[config.mk]
export PLATFORM = sky130hd
export DESIGN_NAME = ext_clk_supervisor
export DESIGN_NICKNAME = d
export VERILOG_FILES = /design/src/rtl/ext_clk_supervisor.sv
export SDC_FILE = /design/constraint.sdc
export NUM_CORES = 1
export LEC_CHECK = 0
export ABC_CLOCK_PERIOD_IN_PS = 1800
export CAP_MARGIN = 20
export CORE_MARGIN = 3
export CORE_UTILIZATION = 25
export CTS_BUF_LIST = sky130_fd_sc_hd__clkbuf_8 sky130_fd_sc_hd__clkbuf_16
export CTS_CLUSTER_DIAMETER = 30
export DETAILED_ROUTE_END_ITERATION = 8
export PLACE_DENSITY = 0.45
export RECOVER_POWER = 50
export SLEW_MARGIN = 0
export SYNTH_ARGS = -nofsm -noshare
export SYNTH_HDL_FRONTEND = slang
export SYNTH_SLANG_ARGS = --single-unit
[constraint.sdc]
create_clock -name clk -period 1.8 [get_ports clk]
set_input_delay 0.18 -clock clk [delete_from_list [all_inputs] [get_ports clk]]
set_output_delay 0.18 -clock clk [all_outputs]
set_load 0.1 [all_outputs]
[src/rtl/ext_clk_supervisor.sv]
module ext_clk_supervisor #(
  parameter int unsigned MISS_LIMIT  = 16,
  parameter int unsigned SYNC_STAGES = 2
) (
  input  logic clk,
  input  logic rst_n,
  input  logic mon_en,
  input  logic osc_on,
  input  logic osc_rdy,
  input  logic ext_clk_in,
  input  logic sys_on_ext,
  input  logic fb_sel,
  input  logic clr_w1c,
  output logic osc_off_req,
  output logic brk_pulse,
  output logic nmi_flag,
  output logic fb_force,
  output logic fb_src
);

  localparam int unsigned CW = (MISS_LIMIT > 2) ? $clog2(MISS_LIMIT) : 1;
  localparam logic [CW-1:0] LAST = CW'(MISS_LIMIT - 1);

  logic [SYNC_STAGES:0] sync_q;
  logic [CW-1:0]        miss_cnt;
  logic                 armed, rise, fail;

  always_ff @(posedge clk or negedge rst_n)
    if (!rst_n) sync_q <= '0;
    else        sync_q <= {sync_q[SYNC_STAGES-1:0], ext_clk_in};

  assign rise  = sync_q[SYNC_STAGES-1] & ~sync_q[SYNC_STAGES];
  assign armed = mon_en & osc_on & osc_rdy & ~osc_off_req;
  assign fail  = armed & ~rise & (miss_cnt == LAST);

  always_ff @(posedge clk or negedge rst_n)
    if (!rst_n)                 miss_cnt <= '0;
    else if (!armed || rise || fail) miss_cnt <= '0;
    else                        miss_cnt <= miss_cnt + 1'b1;

  always_ff @(posedge clk or negedge rst_n)
    if (!rst_n) begin
      osc_off_req <= 1'b0;
      brk_pulse   <= 1'b0;
      nmi_flag    <= 1'b0;
      fb_force    <= 1'b0;
      fb_src      <= 1'b0;
    end else begin
      brk_pulse <= fail;
      fb_force  <= fail & sys_on_ext;
      if (fail)         fb_src <= fb_sel;
      if (fail)         osc_off_req <= 1'b1;
      else if (!osc_on) osc_off_req <= 1'b0;
      if (fail)         nmi_flag <= 1'b1;
      else if (clr_w1c) nmi_flag <= 1'b0;
    end

  a_r4_brk_single: assert property (@(posedge clk) disable iff (!rst_n)
    brk_pulse |=> !brk_pulse);
  a_r7_off_with_brk: assert property (@(posedge clk) disable iff (!rst_n)
    brk_pulse |-> osc_off_req);
  a_r5_nmi_with_brk: assert property (@(posedge clk) disable iff (!rst_n)
    brk_pulse |-> nmi_flag);
  a_r5_nmi_sticky: assert property (@(posedge clk) disable iff (!rst_n)
    (nmi_flag && !clr_w1c) |=> nmi_flag);
  a_r2_no_brk_disabled: assert property (@(posedge clk) disable iff (!rst_n)
    (!mon_en || !osc_rdy) |=> !brk_pulse);
  a_r9_force_only_on_brk: assert property (@(posedge clk) disable iff (!rst_n)
    fb_force |-> brk_pulse);
  a_r8_locked_after_fail: assert property (@(posedge clk) disable iff (!rst_n)
    osc_off_req |=> !brk_pulse);

endmodule

==> results.py <==
metrics = {
    "cells_and_area": {
        "num-fill-cells": 162,
        "n_antenna_cell": 0,
        "final_common_cell": "sky130_fd_sc_hd__dfrtp_1",
        "final_layout_size_suffix_gt1_frac": 0.333,
        "area.growth.synth_to_final_pct": 42.4,
        "nNetsFinal": 59,
        "mostFrequentLayoutCells": "11 x sky130_fd_sc_hd__dfrtp_1, 6 x sky130_fd_sc_hd__clkdlybuf4s50_1, 5 x sky130_fd_sc_hd__buf_4, 4 x sky130_fd_sc_hd__clkbuf_8, 3 x sky130_fd_sc_hd__nor2_1",
        "design_area_um2": 647,
    },
    "clock_network": {
        "cts_setup_buffers": 0,
        "clock_insertion_delay_worst_skew_ps": 230,
        "cts_tree": "done",
        "clock_pin_transition_on_the_worst_setup_and_hold_timing_paths_ps": 50,
        "h_tree_levels": 1,
        "ctsResizeCount": 0,
        "quantity_of_hold_fixing_buffers_added_after_cts": 0,
        "cts_max_path_buffers": 2,
        "clock_root_buffer": "sky130_fd_sc_hd__clkbuf_8",
        "cts_made_buffers": 3,
        "numClockSinks": 12,
    },
    "detailed_routing": {
        "detailedRoute.firstPassIterationCount": 3,
        "post_drt_via_cell_ratio": 3.97,
        "drt_wl_total_um": 738,
        "met2_wire_length_um": 403,
        "drt_drc_violations_left": 0,
        "route.detailed.wl_per_inst_um": 10.3,
        "route.antenna.remaining_nets": 0,
        "route.layer.met1.wl_um": 284,
        "top_layer": "met3",
        "initial_detailed_routing_violation_count": 5,
        "detailroute.wirelength.met3_um": 50,
        "count_of_vias_placed_by_the_detailed_router": 286,
    },
    "hold_path": {
        "min-delay-path-class": "register to register",
    },
    "flow_run": {
        "drv.max_cap_violation_count": 0,
    },
    "power_and_ir_drop": {
        "power.leakage_nw": 0.333,
        "pwrdens_mw_per_mm2": 909,
        "power_switching_share": 0.178,
        "clkPwrFrac": 0.486,
        "power_frac_seq": 0.470,
        "switchingPower_mw": 0.105,
        "combinational_power_share": 0.044,
        "vdd_drop_max_uv": 526,
        "p_int_mw": 0.483,
    },
    "sta": {
        "timing_worst_slew_pin_value_ps": 524,
        "hold_slack_ps": 351,
        "setup-tns-final_ps": 0,
        "post-route-period-util": 0.806,
        "rsz0062_at_grt": "false",
        "setup_viol": 0,
        "timing.final.crit_period_ps": 1450,
        "finalHoldViolCount": 0,
        "relSlewSlack": 0.649,
        "slew_viol_final": 0,
        "clock_skew_ps": 5.36,
        "fmax_mhz": 689,
    },
    "grt": {
        "grt_first_pass_wirelength_um": 1300,
        "antenna_violations_before_repair": 0,
        "globalRouteOverflowTotal": 0,
        "largest_net_degree_at_the_start_of_global_routing": 13,
        "grt_usage": 0.0727,
        "vias_in_the_first_global_route": 300,
    },
    "floorplan": {
        "die_width_um": 48.6,
        "initial_utilization": 0.282,
        "dieHeight_um": 48.6,
        "core.rowCount": 14,
        "pin_count": 14,
        "floorplan.die_area_mm2": 0.00236,
        "fp.coreArea_mm2": 0.00161,
    },
    "synthesis": {
        "ys_seq_elements": 12,
        "ys_seq_area_frac": 0.661,
        "post_synth_inst_count": 32,
        "netlist_area_um2": 454,
        "yosys.cell_types.count": 16,
        "yosysWarnings": 0,
        "syn-mean-instance-area_um2": 14.2,
        "synth_nets": 42,
    },
    "worst_setup_path": {
        "required_ps": 1920,
        "setup.worst_path.class": "register to register",
        "number_of_buffer_and_inverter_instances_along_the_worst_setup_path": 0,
        "crit_path_cell_trace": "ha_1, and3_4, and3_1, mux2_4",
        "crit_path_top_delay_cell": "sky130_fd_sc_hd__dfrtp_1",
        "cp_top_family": "simple AND/OR/NAND/NOR gates",
        "critPathLaunchType": "register",
        "crit_path_end_kind": "register",
        "cp_slowest_stage_delay_ps": 390,
        "critPathArrivalTime_ps": 1570,
        "worst-path-max-fanout": 5,
    },
    "placement": {
        "detailed_place.area_um2": 592,
        "finalWeightedCongestion": 0.710,
        "place_hpwl_um": 595,
        "io_buffers": 13,
    },
    "outcome": {
        "outcome": "complete, no violations",
    },
}
## routing by layer
layer / up-vias / track usage
met1: 142 / 0.0829
li1: 137 / -
met3: 0 / 0.0307
met5: - / 0
met4: 0 / 0.0284
met2: 7 / 0.120
## power groups by stage
stage          clock network [mW]  logic (mW)  registers [mW]
2_1_floorplan                   0     0.00426           0.280
3_3_place_gp                    0      0.0266           0.281
3_5_place_dp                    0      0.0274           0.281
4_1_cts                     0.293      0.0275           0.276
5_1_grt                     0.304      0.0295           0.277
6_report                    0.286      0.0260           0.276
## kinds of logic (layout without fill, tap and decap cells)
kind of cell             Yosys count  in the layout  synth area share
XOR/XNOR                           2              2            0.0386
multiplexers                       1              1            0.0330
adder cells (fa/ha/maj)            1              1            0.0275
AO/OA/AOI/OAI                      2              2            0.0386
flip-flops                        12             12             0.661
AND/OR/NAND/NOR                   11             11             0.160
buffers and inverters              3             19            0.0413
## sequential cells by signal (all words and copies together) (netlist names)
name / count
brk_pulse: 1
fb_force: 1
nmi_flag: 1
sync_q: 3
osc_off_req: 1
fb_src: 1
miss_cnt: 4
## through the flow
stage / worst slack, ps / total power [mW] / instances / utilization
3_5_place_dp: 198 / 0.308 / 68 / 0.367
5_1_grt: 266 / 0.610 / 72 / 0.401
3_3_place_gp: 230 / 0.307 / 68 / 0.367
2_1_floorplan: 202 / 0.285 / 32 / -
6_report: 348 / 0.588 / 72 / 0.401
4_1_cts: 326 / 0.597 / 72 / 0.401
## area by class of cell
cell class,instances,area [um2],area share
Clock buffer,4,55.1,0.0851
Inverter,2,7.51,0.0116
Multi-Input combinational cell,17,135,0.209
Sequential cell,12,302,0.466
Tap cell,24,30.0,0.0464
Timing Repair Buffer,13,118,0.182
## worst reg2reg max path, stage by stage (launching register included)
cell	delay, ps
sky130_fd_sc_hd__dfrtp_1	390
sky130_fd_sc_hd__ha_1	230
sky130_fd_sc_hd__and3_4	180
sky130_fd_sc_hd__and3_1	230
sky130_fd_sc_hd__mux2_4	310
## final timing paths
kind	startpoint	to	slack, ps	cells past startpoint
max	miss_cnt[0]	fb_src	350	4
min	sync_q[0]	sync_q[1]	350	0
max reg2reg	miss_cnt[0]	fb_src	350	4
min reg2reg	sync_q[0]	sync_q[1]	350	0
max in group asynchronous	rst_n	osc_off_req	1060	1
min in group asynchronous	rst_n	miss_cnt[3]	360	1
## synth_stat cells
| cell type | count | area [um2] |
|---|---|---|
| sky130_fd_sc_hd__and3_1 | 1 | 6.26 |
| sky130_fd_sc_hd__xor2_1 | 2 | 17.5 |
| sky130_fd_sc_hd__inv_1 | 2 | 7.51 |
| sky130_fd_sc_hd__nor2_1 | 3 | 11.3 |
| sky130_fd_sc_hd__mux2_4 | 1 | 15.0 |
| sky130_fd_sc_hd__and4b_1 | 1 | 10.0 |
| sky130_fd_sc_hd__nand3_1 | 1 | 5.00 |
| sky130_fd_sc_hd__nand3b_1 | 1 | 7.51 |
| sky130_fd_sc_hd__a21o_2 | 2 | 17.5 |
| sky130_fd_sc_hd__and3_2 | 1 | 7.51 |
| sky130_fd_sc_hd__ha_1 | 1 | 12.5 |
| sky130_fd_sc_hd__dfrtp_1 | 12 | 300 |
| sky130_fd_sc_hd__and3_4 | 1 | 11.3 |
| sky130_fd_sc_hd__buf_6 | 1 | 11.3 |
| sky130_fd_sc_hd__and2_2 | 1 | 7.51 |
| sky130_fd_sc_hd__nand2b_1 | 1 | 6.26 |
(Power assumes the default switching activity.)
